$ cat config.mk
export PLATFORM = sky130hd
export DESIGN_NAME = irq_vec_ctrl
export DESIGN_NICKNAME = d
export VERILOG_FILES = /design/src/rtl/irqc_pkg.sv /design/src/rtl/irqc_cfg.sv /design/src/rtl/irqc_prio.sv /design/src/rtl/irq_vec_ctrl.sv
export SDC_FILE = /design/constraint.sdc
export NUM_CORES = 1
export LEC_CHECK = 0
export BUFFER_PORTS_ARGS = -buffer_cell sky130_fd_sc_hd__buf_4
export CORE_MARGIN = 8
export CORE_UTILIZATION = 25
export CTS_CLUSTER_SIZE = 20
export DETAILED_ROUTE_END_ITERATION = 12
export PLACE_DENSITY_LB_ADDON = 0.2
export SYNTH_ARGS = -nofsm -noshare
export SYNTH_HDL_FRONTEND = slang
export SYNTH_SLANG_ARGS = --single-unit
$ cat constraint.sdc
create_clock -name clk_i -period 6.9 [get_ports clk_i]
set_clock_uncertainty 0.1 [all_clocks]
set_input_delay 1.035 -clock clk_i [delete_from_list [all_inputs] [get_ports clk_i]]
set_output_delay 1.035 -clock clk_i [all_outputs]
set_load 0.02 [all_outputs]
$ cat src/rtl/irqc_pkg.sv
package irqc_pkg;
  typedef enum logic [1:0] {
    CFG_IDLE,
    CFG_WAIT_BASE,
    CFG_WAIT_MODE,
    CFG_READY
  } cfg_state_e;
endpackage

$ cat src/rtl/irqc_cfg.sv
module irqc_cfg
  import irqc_pkg::*;
#(
  parameter int NUM_LVL = 8,
  parameter int DATA_W  = 8,
  localparam int LVL_W  = $clog2(NUM_LVL),
  localparam int BASE_W = DATA_W - LVL_W
) (
  input  logic               clk_i,
  input  logic               rst_ni,
  input  logic               wr_en_i,
  input  logic               addr_i,
  input  logic [DATA_W-1:0]  wdata_i,
  output logic [NUM_LVL-1:0] mask_o,
  output logic [BASE_W-1:0]  base_o,
  output logic               sfnm_o,
  output logic               rd_isr_o,
  output logic               ready_o,
  output logic               init_o,
  output logic               eoi_o,
  output logic [LVL_W-1:0]   eoi_lvl_o
);
  cfg_state_e state_q;
  logic wr_lo, wr_hi, sel_ocw3;

  assign wr_lo     = wr_en_i & ~addr_i;
  assign wr_hi     = wr_en_i & addr_i;
  assign ready_o   = (state_q == CFG_READY);
  assign init_o    = wr_lo & wdata_i[4];
  assign eoi_o     = wr_lo & ready_o & (wdata_i[4:3] == 2'b00);
  assign sel_ocw3  = wr_lo & ready_o & (wdata_i[4:3] == 2'b01);
  assign eoi_lvl_o = wdata_i[LVL_W-1:0];

  always_ff @(posedge clk_i or negedge rst_ni) begin
    if (!rst_ni) begin
      state_q  <= CFG_IDLE;
      mask_o   <= '0;
      base_o   <= '0;
      sfnm_o   <= 1'b0;
      rd_isr_o <= 1'b0;
    end else if (init_o) begin
      state_q  <= CFG_WAIT_BASE;
      mask_o   <= '0;
      rd_isr_o <= 1'b0;
    end else begin
      unique case (state_q)
        CFG_WAIT_BASE: if (wr_hi) begin
          base_o  <= wdata_i[DATA_W-1:LVL_W];
          state_q <= CFG_WAIT_MODE;
        end
        CFG_WAIT_MODE: if (wr_hi) begin
          sfnm_o  <= wdata_i[4];
          state_q <= CFG_READY;
        end
        CFG_READY: begin
          if (wr_hi)    mask_o   <= wdata_i[NUM_LVL-1:0];
          if (sel_ocw3) rd_isr_o <= wdata_i[0];
        end
        default: ;
      endcase
    end
  end

  assert_restart_clears_R1: assert property (@(posedge clk_i) disable iff (!rst_ni)
    init_o |=> (mask_o == '0) && !ready_o && !rd_isr_o);

  assert_ready_after_mode_R2: assert property (@(posedge clk_i) disable iff (!rst_ni)
    $rose(ready_o) |-> $past(wr_hi) && ($past(state_q) == CFG_WAIT_MODE));

  assert_init_ignores_lo_R12: assert property (@(posedge clk_i) disable iff (!rst_ni)
    (!ready_o && wr_lo && !wdata_i[4]) |=> $stable(rd_isr_o) && $stable(mask_o));
endmodule

$ cat src/rtl/irqc_prio.sv
module irqc_prio #(
  parameter int NUM_LVL = 8,
  localparam int LVL_W  = $clog2(NUM_LVL)
) (
  input  logic [NUM_LVL-1:0] req_i,
  input  logic [NUM_LVL-1:0] isr_i,
  input  logic               sfnm_i,
  output logic               req_any_o,
  output logic [LVL_W-1:0]   req_lvl_o,
  output logic               grant_o
);
  logic             isr_any;
  logic [LVL_W-1:0] isr_lvl;

  // scan downward so the lowest index is left standing
  always_comb begin
    req_any_o = 1'b0;
    req_lvl_o = '0;
    isr_any   = 1'b0;
    isr_lvl   = '0;
    for (int i = NUM_LVL - 1; i >= 0; i--) begin
      if (req_i[i]) begin
        req_any_o = 1'b1;
        req_lvl_o = LVL_W'(i);
      end
      if (isr_i[i]) begin
        isr_any = 1'b1;
        isr_lvl = LVL_W'(i);
      end
    end
  end

  assign grant_o = req_any_o &&
                   (!isr_any || (req_lvl_o < isr_lvl) || (sfnm_i && req_lvl_o == isr_lvl));
endmodule

$ cat src/rtl/irq_vec_ctrl.sv
module irq_vec_ctrl #(
  parameter int NUM_LVL = 8,
  parameter int DATA_W  = 8,
  localparam int LVL_W  = $clog2(NUM_LVL),
  localparam int BASE_W = DATA_W - LVL_W
) (
  input  logic               clk_i,
  input  logic               rst_ni,
  input  logic               sel_i,
  input  logic               wr_i,
  input  logic               rd_i,
  input  logic               addr_i,
  input  logic [DATA_W-1:0]  wdata_i,
  output logic [DATA_W-1:0]  rdata_o,
  input  logic [NUM_LVL-1:0] irq_i,
  input  logic               ack_i,
  output logic               int_o,
  output logic               vec_valid_o,
  output logic [DATA_W-1:0]  vec_o
);
  logic [NUM_LVL-1:0] mask, irr_q, isr_q, isr_d, pend;
  logic [BASE_W-1:0]  base;
  logic               sfnm, rd_isr, ready, init, eoi;
  logic [LVL_W-1:0]   eoi_lvl, req_lvl, ack_lvl_q;
  logic               req_any, grant, ack_phase_q, commit;

  irqc_cfg #(.NUM_LVL(NUM_LVL), .DATA_W(DATA_W)) i_cfg (
    .clk_i     (clk_i),
    .rst_ni    (rst_ni),
    .wr_en_i   (sel_i & wr_i),
    .addr_i    (addr_i),
    .wdata_i   (wdata_i),
    .mask_o    (mask),
    .base_o    (base),
    .sfnm_o    (sfnm),
    .rd_isr_o  (rd_isr),
    .ready_o   (ready),
    .init_o    (init),
    .eoi_o     (eoi),
    .eoi_lvl_o (eoi_lvl)
  );

  assign pend = irr_q & ~mask;

  irqc_prio #(.NUM_LVL(NUM_LVL)) i_prio (
    .req_i     (pend),
    .isr_i     (isr_q),
    .sfnm_i    (sfnm),
    .req_any_o (req_any),
    .req_lvl_o (req_lvl),
    .grant_o   (grant)
  );

  assign int_o  = ready & grant & ~ack_phase_q;
  assign commit = ack_i & ~ack_phase_q & ready & grant;

  // clear after set: an EOI in the commit cycle wins
  always_comb begin
    isr_d = isr_q;
    if (commit) isr_d[req_lvl] = 1'b1;
    if (eoi)    isr_d[eoi_lvl] = 1'b0;
    if (init)   isr_d = '0;
  end

  always_ff @(posedge clk_i or negedge rst_ni) begin
    if (!rst_ni) begin
      irr_q       <= '0;
      isr_q       <= '0;
      ack_phase_q <= 1'b0;
      ack_lvl_q   <= '0;
      vec_valid_o <= 1'b0;
      vec_o       <= '0;
    end else begin
      irr_q       <= irq_i;
      isr_q       <= isr_d;
      vec_valid_o <= 1'b0;
      if (init) begin
        ack_phase_q <= 1'b0;
      end else if (ack_i) begin
        if (!ack_phase_q) begin
          ack_phase_q <= 1'b1;
          ack_lvl_q   <= commit ? req_lvl : '1;
        end else begin
          ack_phase_q <= 1'b0;
          vec_valid_o <= 1'b1;
          vec_o       <= {base, ack_lvl_q};
        end
      end
    end
  end

  always_comb begin
    rdata_o = '0;
    if (sel_i && rd_i)
      rdata_o = addr_i ? DATA_W'(mask) : DATA_W'(rd_isr ? isr_q : irr_q);
  end

  assert_int_needs_unmasked_R5: assert property (@(posedge clk_i) disable iff (!rst_ni)
    int_o |-> |(irr_q & ~mask));

  assert_vec_after_ack_R4: assert property (@(posedge clk_i) disable iff (!rst_ni)
    vec_valid_o |-> $past(ack_i));

  assert_vec_base_R3: assert property (@(posedge clk_i) disable iff (!rst_ni)
    vec_valid_o |-> vec_o[DATA_W-1:LVL_W] == $past(base));

  assert_commit_sets_isr_R4: assert property (@(posedge clk_i) disable iff (!rst_ni)
    (ack_i && !ack_phase_q && int_o && !eoi && !init) |=> isr_q[$past(req_lvl)]);

  assert_eoi_clears_R6: assert property (@(posedge clk_i) disable iff (!rst_ni)
    (eoi && !init) |=> !isr_q[$past(eoi_lvl)]);

  assert_no_req_no_commit_R11: assert property (@(posedge clk_i) disable iff (!rst_ni)
    (ack_i && !ack_phase_q && !req_any && !eoi && !init) |=> isr_q == $past(isr_q));
endmodule

==> impl_metrics.csv <==
group,metric,value,unit
yosys,synthArstFlopShare,1.00,
cells_and_area,drive_above_1_share,0.284,
pwr,irDropWorstVdd,134,uV
yosys,yosysUniqueCellTypes,52,
worst_setup_path,arrival,2710,ps
clock_tree,hold_buffers,0,
placement,portBuffers,40,
clock_tree,cts_tree,"done",
global_routing,grt_pass1_wl,10800,um
clock_tree,htree_levels,2,
outcome,status,"finished clean",
sta,min_period,3840,ps
floorplanning,num_rows,36,
placement,place_inst,396,
cells_and_area,antenna_cells,0,
cells_and_area,fin_area,2960,um^2
worst_setup_path,cp_common_cell,"nor2b_1",
cells_and_area,area_growth,21.1,%
route,viasPerCell,4.68,
floorplanning,die_h,115,um
floorplanning,start_util,0.254,
flow_run,drv_cap,0,
hold_path,hold_end,"vec_o[7]",
clock_tree,cts.path.max_buffers,2,
route,via_count,1890,
floorplanning,ios,41,
sta,finalMaxSlewViolations,0,
clock_tree,clk_pin_slew,100,ps
worst_setup_path,start_kind,"register",
yosys,synth_area,2440,um^2
yosys,ys_ff_latch,46,
worst_setup_path,path_cells,"nor2b_1 -> o221ai_1 -> a21oi_1 -> ha_1 -> nor2b_1 -> o21a_1 -> o221ai_2 -> o211ai_1 -> nor2_1 -> buf_4",
global_routing,grt-ovfl-total,0,
worst_setup_path,cpPeakStageDelay,400,ps
yosys,synth_top_cells_by_area,"dfrtp_1 (47%), nor2_1 (5.2%), mux2_4 (4.9%)",
clock_tree,cts_root_buf,"clkbuf_8",
cells_and_area,seqCellArea,1150,um^2
clock_tree,numClockSinks,46,
global_routing,grt_start_max_net_pins,47,
cells_and_area,fin_nets,299,
worst_setup_path,crit_path_end_kind,"output pin",
hold_path,hold_class,"register to register",
hold_path,whs_path_depth,1,
floorplanning,die_w,115,um
sta,fin_tns_setup,0,ps
yosys,ys.flop_type,"dfrtp_1",
worst_setup_path,crit_required,5760,ps
worst_setup_path,slowest_stage,"dfrtp_1",
yosys,synth_cells,230,
yosys,synth.net_count,259,
cells_and_area,final_cell_count_no_fill,404,
cells_and_area,multi_input_area,1220,um^2
clock_tree,postCtsSetupRepairBufs,0,
worst_setup_path,r2r_slack,4210,ps
floorplanning,coreArea,9640,um^2
floorplanning,dieArea,13200,um^2
worst_setup_path,reg2reg_to,"ack_lvl_q[0]",
worst_setup_path,critPathKind,"register to output pin",
yosys,synth_sequential_area_ratio,0.471,
sta,setup_viol,0,
sta,max_slew.worst_pin.slew,573,ps
pwr,leakagePower,1.34,nW
clock_tree,clkLatencyLatePin,310,ps
worst_setup_path,ff2ff_path_depth,9,
placement,gp_congestion,0.859,
pwr,pwr_density_cell,353,nW/um^2
sta,fin_hold_ws,412,ps
clock_tree,postCtsResizedCells,0,
yosys,avgSynthCellArea,10.6,um^2
yosys,yosysTopAreaCell,"dfrtp_1",
sta,relSlewSlack,0.613,
yosys,synth-edff-count,0,
route,wire_per_inst,16.1,um
route,ant_nets,0,
clock_tree,cts_buffers,5,
global_routing,antenna_found_initial,0,
global_routing,global_route.usage.total,0.104,
sta,max_freq,260,MHz
worst_setup_path,crit-reg2reg-launch,"irr_q[7]",
hold_path,min_from,"i_cfg.base_o[4]",
route,wl,6520,um
route,drt_drc_violations_left,0,
cells_and_area,fill_cells,1019,
yosys,synth_top_area_share,0.471,
yosys,ys_warn_count,0,
sta,fin_crit_sh,0.557,
sta,rsz0062_at_grt,"no",
route,drtIter0Drc,75,
global_routing,grt_pass1_vias,1995,
route,drt_first_pass_iters,4,
placement,placed_area,2870,um^2
sta,finalHoldViolCount,0,
worst_setup_path,crit_fanout,10,
placement,detailed_place_hpwl,4950,um
## layer usage
layer	global-route usage	share of wire	vias up
li1	-	-	907
met1	0.137	0.48	918
met2	0.167	0.47	58
met3	0.0247	0.040	7
met4	0.0271	0.0094	0
met5	0	0	-
## through the flow
stage	util	power (mW)	setup slack, ps
after floorplan	-	0.735	3570
after global placement	0.297	0.873	3430
after detailed placement	0.297	0.876	3380
after CTS	0.307	1.06	3030
after global routing	0.307	1.12	2820
final	0.307	1.04	3060
## flip-flops by register name, indices dropped and copies added (netlist names)
register and count:
i_cfg.base_o 5, irr_q 8, i_cfg.mask_o 8, i_cfg.sfnm_o 1
vec_valid_o 1, isr_q 8, i_cfg.rd_isr_o 1, ack_lvl_q 3
vec_o 8, i_cfg.state_q 2, ack_phase_q 1
## critical path: cells and delay by family, from the launching register on
family                   cells  cell delay [ps]
adder cells (fa/ha/maj)      1              310
flip-flops                   1              400
buffers and inverters        1              150
AO/OA/AOI/OAI                5             1130
AND/OR/NAND/NOR              3              400
## area by class of cell
cell class	instances	share of cell area
Multi-Input combinational cell	169	0.411
Sequential cell	46	0.389
Timing Repair Buffer	40	0.101
Tap cell	133	0.0562
Clock buffer	5	0.0233
Inverter	8	0.0101
Clock inverter	3	0.00846
## synthesized netlist by cell type, types with 2 or more instances
cell	number
dfrtp_1	46
nor2_1	34
a21oi_1	17
nor2b_1	10
mux2i_1	9
inv_1	8
mux2_4	8
nand2_1	8
a22o_1	7
mux2_2	7
ha_1	6
nor3_1	6
nand2b_1	5
a211oi_1	4
nand3_1	4
a31oi_1	3
a41oi_1	3
and3_1	3
buf_2	3
o21ai_0	3
and2_1	2
buf_6	2
clkbuf_1	2
nor2b_4	2
## where the power goes
| part | switching [mW] | internal [mW] | total, mW |
|---|---|---|---|
| logic | 0.233 | 0.213 | 0.446 |
| registers | 0.0732 | 0.350 | 0.423 |
| clock network | 0.103 | 0.0733 | 0.176 |
## placed cells by master (no fill, tap or decap), types with 2 or more instances in the layout
| cell | netlist | routed |
|---|---|---|
| dfrtp_1 | 46 | 46 |
| buf_4 | 0 | 40 |
| nor2_1 | 34 | 34 |
| a21oi_1 | 17 | 17 |
| nor2b_1 | 10 | 10 |
| mux2i_1 | 9 | 9 |
| inv_1 | 8 | 8 |
| nand2_1 | 8 | 8 |
| mux2_4 | 8 | 8 |
| a22o_1 | 7 | 7 |
| mux2_2 | 7 | 7 |
| nor3_1 | 6 | 6 |
| ha_1 | 6 | 6 |
| nand2b_1 | 5 | 5 |
| clkbuf_8 | 0 | 5 |
| nand3_1 | 4 | 4 |
| a211oi_1 | 4 | 4 |
| o21ai_0 | 3 | 3 |
| and3_1 | 3 | 3 |
| a31oi_1 | 3 | 3 |
| a41oi_1 | 3 | 3 |
| nor2b_4 | 2 | 2 |
| and2_1 | 2 | 2 |
## worst max-delay path by stage
stage                          startpoint  endpoint  depth (start not counted)
final                            irr_q[7]     int_o                         10
after global routing      i_cfg.mask_o[7]     int_o                         10
after CTS                        irr_q[7]     int_o                         10
after detailed placement         irr_q[7]     int_o                         10
after global placement           irr_q[7]     int_o                         10
after floorplan           i_cfg.mask_o[0]     int_o                          9
## kinds of logic after synthesis
group | after synthesis | synth area share
xor+xnor | 1 | 0.00358
buf+inv | 15 | 0.0307
flops | 46 | 0.471
compound gates | 52 | 0.156
mux | 24 | 0.118
simple gates | 86 | 0.190
fa+ha+maj | 6 | 0.0307
Note: power is estimated with default switching activity, not from simulation.
